`src/rtl/cva_pkg.sv`:
```
package cva_pkg;
    typedef enum logic [1:0] {
        ST_IDLE = 2'd0,
        ST_TURN = 2'd1,
        ST_OWN  = 2'd2,
        ST_LOST = 2'd3
    } arb_state_t;
endpackage

```
`src/rtl/cva_id_latch.sv`:
```
module cva_id_latch #(
    parameter int ID_W = 5
) (
    input  logic            clk,
    input  logic            rst_n,
    input  logic [ID_W-1:0] id_strap,
    output logic [ID_W-1:0] id_q,
    output logic            id_valid,
    output logic            id_err
);
    localparam logic [ID_W-1:0] IDLE_VEC = {ID_W{1'b1}};

    // Capture once on the first edge after reset release
    always_ff @(posedge clk or negedge rst_n) begin
        if (!rst_n) begin
            id_q     <= '0;
            id_valid <= 1'b0;
        end else if (!id_valid) begin
            id_q     <= id_strap;
            id_valid <= 1'b1;
        end
    end

    assign id_err = id_valid && (id_q == IDLE_VEC);

    AST_ID_HELD: assert property (@(posedge clk) disable iff (!rst_n)
        $past(id_valid) |-> $stable(id_q));
endmodule

```
`src/rtl/cva_vec_drive.sv`:
```
module cva_vec_drive #(
    parameter int ID_W  = 5,
    parameter int PORTS = 8
) (
    input  logic [ID_W-1:0]  id_q,
    input  logic             id_valid,
    input  logic [PORTS-1:0] port_rx,
    output logic             active,
    output logic             multi_rx,
    output logic [ID_W-1:0]  vec_pull
);
    localparam int CNT_W = $clog2(PORTS + 1);

    logic [CNT_W-1:0] rx_count;

    always_comb begin
        rx_count = '0;
        for (int i = 0; i < PORTS; i++) begin
            rx_count = rx_count + CNT_W'(port_rx[i]);
        end
    end

    assign active   = id_valid && (|port_rx);
    assign multi_rx = (rx_count > CNT_W'(1));

    // Open-collector model: pull low where the identifier bit is zero
    generate
        for (genvar b = 0; b < ID_W; b++) begin : g_pull
            assign vec_pull[b] = active && !id_q[b];
        end
    endgenerate
endmodule

```
`src/rtl/cva_fsm.sv`:
```
module cva_fsm
    import cva_pkg::*;
#(
    parameter int ID_W = 5
) (
    input  logic            clk,
    input  logic            rst_n,
    input  logic            active,
    input  logic            multi_rx,
    input  logic [ID_W-1:0] id_q,
    input  logic [ID_W-1:0] bus_vec,
    output logic            dir_out,
    output logic            bus_en,
    output logic            data_oe,
    output logic            col_out
);
    arb_state_t state_q, state_d;
    logic       vec_match;

    assign vec_match = (bus_vec == id_q);

    always_ff @(posedge clk or negedge rst_n) begin
        if (!rst_n) state_q <= ST_IDLE;
        else        state_q <= state_d;
    end

    always_comb begin
        state_d = state_q;
        unique case (state_q)
            ST_IDLE: if (active) state_d = vec_match ? ST_TURN : ST_LOST;
            ST_TURN,
            ST_OWN:  begin
                if (!active)        state_d = ST_IDLE;
                else if (vec_match) state_d = ST_OWN;
                else                state_d = ST_LOST;
            end
            ST_LOST: if (!active) state_d = ST_IDLE;
            default: state_d = ST_IDLE;
        endcase
    end

    always_comb begin
        dir_out = 1'b0;
        bus_en  = 1'b1;
        data_oe = 1'b0;
        col_out = multi_rx;
        unique case (state_q)
            ST_IDLE: ;
            ST_TURN: bus_en = 1'b0;
            ST_OWN:  begin
                dir_out = 1'b1;
                data_oe = 1'b1;
            end
            ST_LOST: col_out = 1'b1;
            default: ;
        endcase
    end

    AST_DIR_AFTER_TURN: assert property (@(posedge clk) disable iff (!rst_n)
        $rose(dir_out) |-> $past(!bus_en));
    AST_OWN_NEEDS_MATCH: assert property (@(posedge clk) disable iff (!rst_n)
        dir_out |-> $past(vec_match && active));
    AST_MISMATCH_DROPS: assert property (@(posedge clk) disable iff (!rst_n)
        (active && !vec_match) |=> !dir_out);
    AST_TURN_ONE_CYCLE: assert property (@(posedge clk) disable iff (!rst_n)
        !bus_en |=> bus_en);
endmodule

```
`src/rtl/cascade_vec_arb.sv`:
```
module cascade_vec_arb #(
    parameter int ID_W  = 5,
    parameter int PORTS = 8
) (
    input  logic             clk,
    input  logic             rst_n,
    input  logic [ID_W-1:0]  id_strap,
    input  logic [PORTS-1:0] port_rx,
    input  logic [ID_W-1:0]  bus_vec,
    output logic [ID_W-1:0]  vec_pull,
    output logic             active_out,
    output logic             dir_out,
    output logic             bus_en,
    output logic             data_oe,
    output logic             col_out,
    output logic             id_err
);
    logic [ID_W-1:0] id_q;
    logic            id_valid;
    logic            multi_rx;

    cva_id_latch #(.ID_W(ID_W)) u_id (
        .clk      (clk),
        .rst_n    (rst_n),
        .id_strap (id_strap),
        .id_q     (id_q),
        .id_valid (id_valid),
        .id_err   (id_err)
    );

    cva_vec_drive #(.ID_W(ID_W), .PORTS(PORTS)) u_drv (
        .id_q     (id_q),
        .id_valid (id_valid),
        .port_rx  (port_rx),
        .active   (active_out),
        .multi_rx (multi_rx),
        .vec_pull (vec_pull)
    );

    cva_fsm #(.ID_W(ID_W)) u_fsm (
        .clk      (clk),
        .rst_n    (rst_n),
        .active   (active_out),
        .multi_rx (multi_rx),
        .id_q     (id_q),
        .bus_vec  (bus_vec),
        .dir_out  (dir_out),
        .bus_en   (bus_en),
        .data_oe  (data_oe),
        .col_out  (col_out)
    );
endmodule

```
`config.mk`:
```
export PLATFORM = sky130hd
export DESIGN_NAME = cascade_vec_arb
export DESIGN_NICKNAME = d
export VERILOG_FILES = /design/src/rtl/cva_pkg.sv /design/src/rtl/cva_id_latch.sv /design/src/rtl/cva_vec_drive.sv /design/src/rtl/cva_fsm.sv /design/src/rtl/cascade_vec_arb.sv
export SDC_FILE = /design/constraint.sdc
export NUM_CORES = 1
export LEC_CHECK = 0
export BUFFER_PORTS_ARGS = -buffer_cell sky130_fd_sc_hd__buf_2
export CAP_MARGIN = 40
export CORE_MARGIN = 1
export CORE_UTILIZATION = 46
export DETAILED_ROUTE_END_ITERATION = 10
export PLACE_DENSITY = 0.77
export REMOVE_ABC_BUFFERS = 1
export SLEW_MARGIN = 20
export SYNTH_ARGS = -nofsm -noshare
export SYNTH_HDL_FRONTEND = slang
export SYNTH_SLANG_ARGS = --single-unit
export TNS_END_PERCENT = 20
```
`constraint.sdc`:
```
create_clock -name clk -period 3.66 [get_ports clk]
set_input_delay 0.366 -clock clk [delete_from_list [all_inputs] [get_ports clk]]
set_output_delay 0.366 -clock clk [all_outputs]
set_load 0.005 [all_outputs]
```
; Yosys cells after proc, flatten, opt, wreduce, memory -nomap -nowiden
; Index checks and enable logic that the tools add are counted.
[op_classes]
reduce_logical = 16
n_eq_ne = 7
n_addsub = 7
muxes = 9
n_lt_le_gt_ge = 1
[op_table]
columns = cell, n
row1 = $add 4x1->4, 6
row2 = $mux 2, 4
row3 = $reduce_or 8->1, 1
row4 = $logic_and 1x1->1, 7
row5 = $pmux 2 s3, 1
row6 = $eq 5x5->1, 1
row7 = $eq 5x5->1 const B, 1
row8 = $logic_not 1->1, 5
row9 = $eq 2x2->1 const B, 2
row10 = $gt 4x1->1 const B, 1
row11 = $mux 1, 4
row12 = $ne 2x2->1 const B, 2
row13 = $add 1x1->2, 1
row14 = $eq 2x1->1 const B, 1
row15 = $logic_not 2->1, 1
row16 = $reduce_and 2->1, 1
row17 = $reduce_or 2->1, 1
[word_totals]
reg_bits = 8
out_inout_bits = 11

; Logic depth before layout (Yosys ltp)
; Gate-level depths: netlist of run 1.
[logic_depth]
word_depth = 9
mapped_depth = 13
mapped_depth_nobuf = 13

; By module
; From an unflattened synthesis of run 1, not the netlist that was laid out.
[hier_totals]
hier_cells = 86
area_unflattened_um2 = 809.5
[modules_own_cells]
columns = mod, cells_each, n_inst, area_each_um2
row1 = cva_vec_drive, 37, 1, 299.0
row2 = cva_fsm, 33, 1, 289.0
row3 = cva_id_latch, 16, 1, 221.5

; Worst setup path after synthesis of run 1
; No wires, ideal clock.
[synth_timing]
path_kind = input to output
startpoint = input port port_rx[0]
endpoint = output port col_out
n_path_buf = 0
path_stages = 10
arrival_time_ps = 2588
setup_slack_ps = 706
cell_sequence = inv_1 -> ha_1 -> inv_1 -> fa_1 -> fa_1 -> inv_1 -> fa_1 -> inv_1 -> fa_1 -> nand3b_1
[synth_between]
elab_chain_len = 9
[synth_rtl]
columns = item, line
row1 = from (decl), cascade_vec_arb.sv:8  ; input logic [PORTS-1:0] port_rx,
row2 = $add 1x1->2, cva_vec_drive.sv:19  ; rx_count = rx_count + CNT_W'(port_rx[i]);
row3 = $add 4x1->4 (6 in series), cva_vec_drive.sv:19
row4 = $gt 4x1->1, cva_vec_drive.sv:24  ; assign multi_rx = (rx_count > CNT_W'(1));
row5 = $mux 1, cva_fsm.sv:47  ; unique case (state_q)
row6 = to (decl), cascade_vec_arb.sv:15  ; output logic col_out,
; Every way passes these cells.

; Worst setup path in the final report of run 1
; Same ends and word-level chain as after synthesis.

==> results_dict.tcl, run 1 <==
set metrics [dict create \
    core_mm2 0.00152 \
    async_reset_ff_share_pct 100 \
    crit_family "adder cells" \
    pwr_density_cell_mw_per_mm2 412 \
    wl_per_cell_um 10.9 \
    critPathKind "primary input to primary output" \
    place_area_um2 911 \
    syn_area_um2 752 \
    critPathMaxFanout 2 \
    cp.required_ns 3.29 \
    drc 0 \
    synthDistinctLibCells 26 \
    cts_sinks 8 \
    fp.dieH_um 42.4 \
    vias_per_cell 4.98 \
    max_freq_mhz 309 \
    synth-seq-area-share_pct 26.6 \
    numCtsBuffers 3 \
    irDropWorstVdd_mv 0.237 \
    synth_flop_cell "dfrtp_1" \
    stdcell_area_um2 943 \
    cp_slowest_cell "fa_1" \
    hold_class "primary input to register" \
    cts_tree "done" \
    drtPass1Iterations 5 \
    setup_slack_ns 0.425 \
    diodes 0 \
    drive_gt1_share_pct 36.3 \
    maxSlewViolCount 0 \
    cts_max_path_buffers 2 \
    area_growth_syn_to_layout_pct 25.5 \
    grt_antenna_before_repair 0 \
    fp.dieW_um 42.4 \
    clock_skew_ns 0.00576 \
    path_cells "buf_2 -> inv_1 -> ha_1 -> inv_1 -> fa_1 -> fa_1 -> inv_1 -> fa_1 -> inv_1 -> fa_1 -> nand3b_1 -> buf_2" \
    final_nets 148 \
    ys_seq_elements 8 \
    setup_viol 0 \
    start_util_pct 49.3 \
    clk_latency_ns 0.25 \
    vias 643 \
    place_hpwl_mm 1.22 \
    dieArea_mm2 0.00180 \
    end_kind "primary output" \
    gp_congestion 0.823 \
    root_buffer "clkbuf_4" \
    gr-usage-all-layers_pct 16.3 \
    syn_inst 81 \
    rsz0062_at_grt "no" \
    drv_cap 0 \
    rows 14 \
    hold_viol_final 0 \
    clk_pin_slew_ns 0.05 \
    ys.warnings.count 0 \
    fin_crit_ns 3.24 \
    fin_crit_sh_pct 88.4 \
    worst-path-buf-inv 6 \
    holdBufCountCts 1 \
    status "finished, final reports clean" \
    io_buffers 30 \
    cts_resized 0 \
    post_cts.repair.setup_buffers 0 \
    overflow 0 \
    ant_nets 0 \
    finalSetupTns_ns 0 \
    initialDrtViolationCount 2 \
    grt_pass1_wl_mm 2.23 \
    wl_mm 1.40 \
    synth_edf_count 0 \
    setup.worst_path.start_class "primary input" \
    crit_arrival_ns 2.87 \
    grt_pass1_vias 567 \
    slowest_delay_ns 0.50 \
    cts_max_level 1 \
    p_leak_nw 0.509 \
    syn_avg_cell_area_um2 9.28 \
    filler_cell_count 141 \
    grt_start_max_net_pins 10 \
    design.portCount 31 \
    post-place-ws_ns 0.430 \
]
## cell families after synthesis
kind of cell	synth area share, %
compound gates	11.8
xor+xnor	5.82
fa+ha+maj	25.6
buf+inv	11.0
flops	26.6
mux	5.99
other cells	0.499
simple gates	12.6
## cell usage after synthesis (2+ instances only)
cell / n / area, µm²
a21oi_1: 2 / 10.0
dfrtp_1: 8 / 200
fa_1: 4 / 80.1
ha_1: 9 / 113
inv_1: 18 / 67.6
mux2_2: 4 / 45.0
nand2_1: 2 / 7.51
nand3_1: 2 / 10.0
nand3b_1: 2 / 15.0
nor2_1: 7 / 26.3
o21ai_0: 4 / 20.0
xnor2_1: 5 / 43.8
## cell usage in the layout, fill, tap and decap left out, types with 2 or more instances in the layout
cell	n
nand3_1	2
xnor2_1	5
clkbuf_4	3
dfrtp_1	8
o21ai_0	4
a21oi_1	2
ha_1	9
fa_1	4
inv_1	18
buf_2	30
nand2_1	2
mux2_2	4
nor2_1	7
nand3b_1	2
## metal layers
layer | global-route usage [%] | vias up | part of all wire (%)
li1 | - | 326 | -
met4 | 4.38 | 0 | 1.0
met2 | 28.0 | 10 | 53
met1 | 19.2 | 305 | 43
met3 | 5.60 | 2 | 2.4
met5 | 0 | - | 0
## through the flow
step / cells / utilization, % / total power [mW] / hold slack, ns
2_1_floorplan: 79 / - / 0.261 / 0.0704
3_3_place_gp: 125 / 59.8 / 0.319 / 0.214
3_5_place_dp: 125 / 59.8 / 0.327 / 0.217
4_1_cts: 129 / 61.9 / 0.396 / 0.342
5_1_grt: 129 / 61.9 / 0.429 / 0.342
6_report: 129 / 61.9 / 0.388 / 0.350
## area by class of cell
cell class                 count  area [µm²]  share of cell area [%]
sequential                     8         200                    21.2
clock buffer                   3        22.5                    2.39
multi-input combinational     52         469                    49.7
timing repair buffer          31         160                    17.0
inverter                      19        71.3                    7.56
tap                           16        20.0                    2.12
## power by group
| part | leakage (nW) | switching, mW | internal (mW) |
|---|---|---|---|
| logic | 0.402 | 0.0966 | 0.0979 |
| clock network | 0.0138 | 0.0283 | 0.0374 |
| registers | 0.0933 | 0.0213 | 0.107 |
| total | 0.509 | 0.146 | 0.242 |
## state kept, by name, summed over array words and instances, names as in the netlist
signal / cells
u_id.id_valid: 1
u_fsm.state_q: 2
u_id.id_q: 5
## final timing paths
path	start	endpoint	slack, ns	cells past startpoint
worst min-delay path	id_strap[4]	u_id.id_q[4]$_DFFE_PN0N_	0.35	2
worst max register to register	u_fsm.state_q[0]$_DFFE_PN0P_	u_fsm.state_q[0]$_DFFE_PN0P_	1.74	6
max in group asynchronous	rst_n	u_id.id_q[1]$_DFFE_PN0N_	2.99	2
worst min register to register	u_id.id_q[0]$_DFFE_PN0N_	u_id.id_q[0]$_DFFE_PN0N_	0.58	2
worst max-delay path	port_rx[0]	col_out	0.42	12
min in group asynchronous	rst_n	u_id.id_valid$_DFF_PN0_	0.50	2
No activity file was read; power rests on OpenSTA's default activity.
==> run 2: changes to the inputs <==
--- a/config.mk
+++ b/config.mk
@@ -5,8 +5,10 @@
 export SDC_FILE = /design/constraint.sdc
 export NUM_CORES = 1
 export LEC_CHECK = 0
+export ABC_CLOCK_PERIOD_IN_PS = 3660
 export BUFFER_PORTS_ARGS = -buffer_cell sky130_fd_sc_hd__buf_2
 export CAP_MARGIN = 40
+export CORE_ASPECT_RATIO = 1.25
 export CORE_MARGIN = 1
 export CORE_UTILIZATION = 46
 export DETAILED_ROUTE_END_ITERATION = 10
==> run 2 against run 1 <==
  * Critical path depth is the same
  * Sequential cell count is the same
  * Die area barely moved
  * Hold slack got worse by 0.0086 ns
  * Sequential share of layout area barely moved
  * Non-clock buffer count is the same
  * Critical endpoint unchanged
  * Highest routed layer unchanged
  * Utilization increased by 3.5 points
  * Combinational power grew 3%
==> results_dict.tcl, run 2 (same netlist as run 1, synthesis figures left out) <==
set metrics [dict create \
    area_growth_syn_to_layout_pct 25.6 \
    final_nets 148 \
    root_buffer "clkbuf_4" \
    grt_start_max_net_pins 10 \
    wl_mm 1.41 \
    vias 632 \
    r2r-start "u_fsm.state_q[0]$_DFFE_PN0P_" \
    design.portCount 31 \
    clk_pin_slew_ns 0.05 \
    start_util_pct 52.0 \
    setup.worst_path.start_class "primary input" \
    overflow 0 \
    min_path_cells 2 \
    fp.dieH_um 47.2 \
    rsz0062_at_grt "no" \
    initialDrtViolationCount 2 \
    pwr_density_cell_mw_per_mm2 417 \
    cts_max_level 1 \
    rows 15 \
    grt_pass1_wl_mm 2.10 \
    status "finished, final reports clean" \
    reg2reg_to "u_fsm.state_q[0]$_DFFE_PN0P_" \
    finalSetupTns_ns 0 \
    top_regs "u_id.id_q: 5 flops, u_fsm.state_q: 2 flops, u_id.id_valid: 1 flops" \
    wl_per_cell_um 10.8 \
    grt_antenna_before_repair 0 \
    numCtsBuffers 3 \
    drv_cap 0 \
    maxSlewViolCount 0 \
    fp.dieW_um 38.2 \
    layout_common_cells "buf_2 (30), inv_1 (18), ha_1 (9)" \
    ff2ff_setup_slack_ns 1.72 \
    drc 0 \
    rr_worst_depth 6 \
    gr-usage-all-layers_pct 17.7 \
    max_freq_mhz 312 \
    cts_tree "done" \
    setup_viol 0 \
    io_buffers 30 \
    irDropWorstVdd_mv 0.237 \
    diodes 0 \
    place_hpwl_mm 1.20 \
    critPathMaxFanout 2 \
    ant_nets 0 \
    drive_gt1_share_pct 36.3 \
    regMostFlops "u_id.id_q" \
    critPathKind "primary input to primary output" \
    hold_start "id_strap[4]" \
    vias_per_cell 4.86 \
    fin_crit_sh_pct 87.6 \
    gp_congestion 0.778 \
    final_common_cell "buf_2" \
    core_mm2 0.00145 \
    critPathLaunch "port_rx[0]" \
    whs_endpoint "u_id.id_q[4]$_DFFE_PN0N_" \
    post_cts.repair.setup_buffers 0 \
    fin_crit_ns 3.21 \
    hold_class "primary input to register" \
    crit_arrival_ns 2.84 \
    finish.utilization_pct 65.4 \
    drtPass1Iterations 4 \
    clk_latency_ns 0.26 \
    largest_reg_flops 5 \
    clock_skew_ns 0.0101 \
    hold_viol_final 0 \
    p_leak_nw 0.509 \
    cp.required_ns 3.29 \
    end_kind "primary output" \
    dieArea_mm2 0.00180 \
    cts_max_path_buffers 2 \
    grt_pass1_vias 506 \
    cts_sinks 8 \
]
-- run 2: how the worst max path moves through the flow --
stage              end  slack, ns  depth (start not counted)
6_report       col_out       0.45                         12
5_1_grt        col_out       0.31                         14
4_1_cts        col_out       0.44                         12
3_5_place_dp   col_out       0.44                         12
3_3_place_gp   col_out       0.50                         12
2_1_floorplan  col_out       0.71                         10
-- run 2: repair_timing --
action	CTS	global route
gates resized for setup	0	0
endpoints found under the hold margin	8	0
hold buffers	1	0
-- run 2: where the power goes --
part | switching (mW) | internal (mW) | total [mW]
combinational | 0.102 | 0.0979 | 0.200
clock | 0.0282 | 0.0374 | 0.0656
sequential | 0.0218 | 0.107 | 0.129
total | 0.152 | 0.242 | 0.394
-- run 2: critical path, cell delays in order --
cell	delay, ns
buf_2	0.09
inv_1	0.04
ha_1	0.29
inv_1	0.07
fa_1	0.42
fa_1	0.49
inv_1	0.05
fa_1	0.37
inv_1	0.08
fa_1	0.40
nand3b_1	0.08
buf_2	0.11
-- run 2: layer usage --
metal	part of all wire (%)	up-vias	GRT usage, %
met2	53	17	29.8
li1	-	325	-
met3	3.7	2	7.11
met4	1.3	0	8.57
met5	0	-	0
met1	42	288	19.1
-- run 2: final cells by class --
| type | instances | area (µm²) |
|---|---|---|
| Clock buffer | 3 | 22.5 |
| Fill cell | 124 | 500 |
| Inverter | 19 | 71.3 |
| Multi-Input combinational cell | 52 | 469 |
| Sequential cell | 8 | 200 |
| Tap cell | 17 | 21.3 |
| Timing Repair Buffer | 31 | 160 |
-- run 2: stage by stage --
step	instance area (µm²)	instances	power (mW)	hold WS (ns)	worst slack, ns
after floorplan	741	79	0.261	0.0704	0.706
after global placement	912	126	0.318	0.212	0.499
after detailed placement	912	126	0.326	0.216	0.440
after CTS	945	130	0.397	0.336	0.439
after global routing	945	130	0.433	0.323	0.308
final	945	130	0.394	0.341	0.453
==> run 3: changes to the inputs <==
--- a/config.mk
+++ b/config.mk
@@ -8,11 +8,12 @@
 export ABC_CLOCK_PERIOD_IN_PS = 3660
 export BUFFER_PORTS_ARGS = -buffer_cell sky130_fd_sc_hd__buf_2
 export CAP_MARGIN = 40
-export CORE_ASPECT_RATIO = 1.25
 export CORE_MARGIN = 1
-export CORE_UTILIZATION = 46
+export CORE_UTILIZATION = 49
+export CTS_BUF_LIST = sky130_fd_sc_hd__clkbuf_8
 export DETAILED_ROUTE_END_ITERATION = 10
-export PLACE_DENSITY = 0.77
+export HOLD_SLACK_MARGIN = 0.08
+export PLACE_DENSITY = 0.81
 export REMOVE_ABC_BUFFERS = 1
 export SLEW_MARGIN = 20
 export SYNTH_ARGS = -nofsm -noshare
==> run 3 against run 2 <==
  * Critical path depth did not move
  * First-iteration DRC count rose to 7.0 times the previous value
  * Critical path type unchanged
  * Register-to-register slack barely moved
  * Clock power rose by 65%
  * Cell count fell by 1.5%
  * Highest routed layer unchanged
  * Via count rose by 6.0%
  * Largest power group unchanged
==> results_dict.tcl, run 3 (same netlist as run 1, synthesis figures left out) <==
set metrics [dict create \
    status "finished, final reports clean" \
    rows 13 \
    place_hpwl_mm 1.36 \
    critPathKind "primary input to primary output" \
    rsz0062_at_grt "no" \
    finalSetupTns_ns 0 \
    cp.required_ns 3.29 \
    critPathMaxFanout 2 \
    fp.dieW_um 41.2 \
    regMostFlops "u_id.id_q" \
    hold_class "primary input to register" \
    root_buffer "clkbuf_8" \
    drive_gt1_share_pct 36.3 \
    p_leak_nw 0.517 \
    setup_viol 0 \
    top_regs "u_id.id_q: 5 flops, u_fsm.state_q: 2 flops, u_id.id_valid: 1 flops" \
    cts_max_path_buffers 2 \
    io_buffers 30 \
    largest_reg_flops 5 \
    pwr_density_cell_mw_per_mm2 454 \
    overflow 0 \
    drc 0 \
    layout_common_cells "buf_2 (30), inv_1 (18), ha_1 (9)" \
    drtPass1Iterations 4 \
    fin_crit_sh_pct 89.5 \
    core_mm2 0.00137 \
    dieArea_mm2 0.00170 \
    grt_antenna_before_repair 0 \
    maxSlewViolCount 0 \
    grt_pass1_vias 653 \
    finish.utilization_pct 70.3 \
    gp_congestion 0.807 \
    clk_pin_slew_ns 0.04 \
    design.portCount 31 \
    post_cts.repair.setup_buffers 0 \
    numCtsBuffers 3 \
    hold_viol_final 0 \
    final_common_cell "buf_2" \
    start_util_pct 55.0 \
    clock_skew_ns 0.00227 \
    gr-usage-all-layers_pct 26.1 \
    holdBufCountCts 1 \
    final_nets 148 \
    grt_pass1_wl_mm 2.70 \
    clk_latency_ns 0.23 \
    diodes 0 \
    end_kind "primary output" \
    irDropWorstVdd_mv 0.354 \
    fin_crit_ns 3.28 \
    area_growth_syn_to_layout_pct 27.8 \
    vias_per_cell 5.23 \
    drv_cap 0 \
    setup.worst_path.start_class "primary input" \
    wl_per_cell_um 13.6 \
    cts_sinks 8 \
    cts_max_level 1 \
    max_freq_mhz 305 \
    cts_resized 0 \
    fp.dieH_um 41.2 \
    crit_arrival_ns 2.91 \
    initialDrtViolationCount 14 \
    ant_nets 0 \
    cts_tree "done" \
    wl_mm 1.74 \
    grt_start_max_net_pins 10 \
    hold_ws_ns 0.370 \
    vias 670 \
]
run 3: changes by cell type in the layout (fill, tap and decap cells not counted):
| cell | delta |
|---|---|
| clkbuf_4 | -3 |
| clkbuf_8 | +3 |
run 3: layout make-up:
cell class                      count  area (µm²)
Multi-Input combinational cell     52         469
Fill cell                         118         405
Sequential cell                     8         200
Timing Repair Buffer               31         160
Inverter                           19        71.3
Clock buffer                        3        41.3
Tap cell                           15        18.8
run 3: critical path, cell delays in order:
cell and delay, ns:
buf_2 0.09, inv_1 0.04, ha_1 0.28, inv_1 0.07, fa_1 0.43, fa_1 0.50
inv_1 0.05, fa_1 0.39, inv_1 0.08, fa_1 0.41, nand3b_1 0.09, buf_2 0.11
run 3: through the flow:
stage          power, mW  cells  instance area (µm²)  worst slack [ns]
2_1_floorplan      0.261     79                  741             0.706
3_3_place_gp       0.318    124                  910             0.484
3_5_place_dp       0.329    124                  910             0.387
4_1_cts            0.440    128                  961             0.383
5_1_grt            0.480    128                  961             0.264
6_report           0.437    128                  961             0.385
run 3: routing by layer:
metal / GRT usage (%) / vias up / wire, µm
li1: - / 323 / -
met1: 24.9 / 315 / 634
met2: 46.9 / 24 / 948
met3: 9.78 / 8 / 82
met4: 15.3 / 0 / 76
met5: 0 / - / 0
run 3: path summary, 6_finish.rpt:
check	startpoint	to	slack (ns)	cells past startpoint
worst max-delay path	port_rx[0]	col_out	0.38	12
worst min-delay path	id_strap[0]	u_id.id_q[0]$_DFFE_PN0N_	0.37	3
worst max register to register	u_fsm.state_q[0]$_DFFE_PN0P_	u_fsm.state_q[0]$_DFFE_PN0P_	1.71	6
worst min register to register	u_id.id_q[0]$_DFFE_PN0N_	u_id.id_q[0]$_DFFE_PN0N_	0.59	2
max in group asynchronous	rst_n	u_id.id_valid$_DFF_PN0_	2.91	2
min in group asynchronous	rst_n	u_id.id_q[4]$_DFFE_PN0N_	0.57	2
run 3: where the power goes:
part           total (mW)  switching (mW)  leakage [nW]  internal [mW]
clock               0.108          0.0364        0.0216         0.0714
sequential          0.129          0.0219        0.0933          0.107
combinational       0.200           0.101         0.402         0.0987
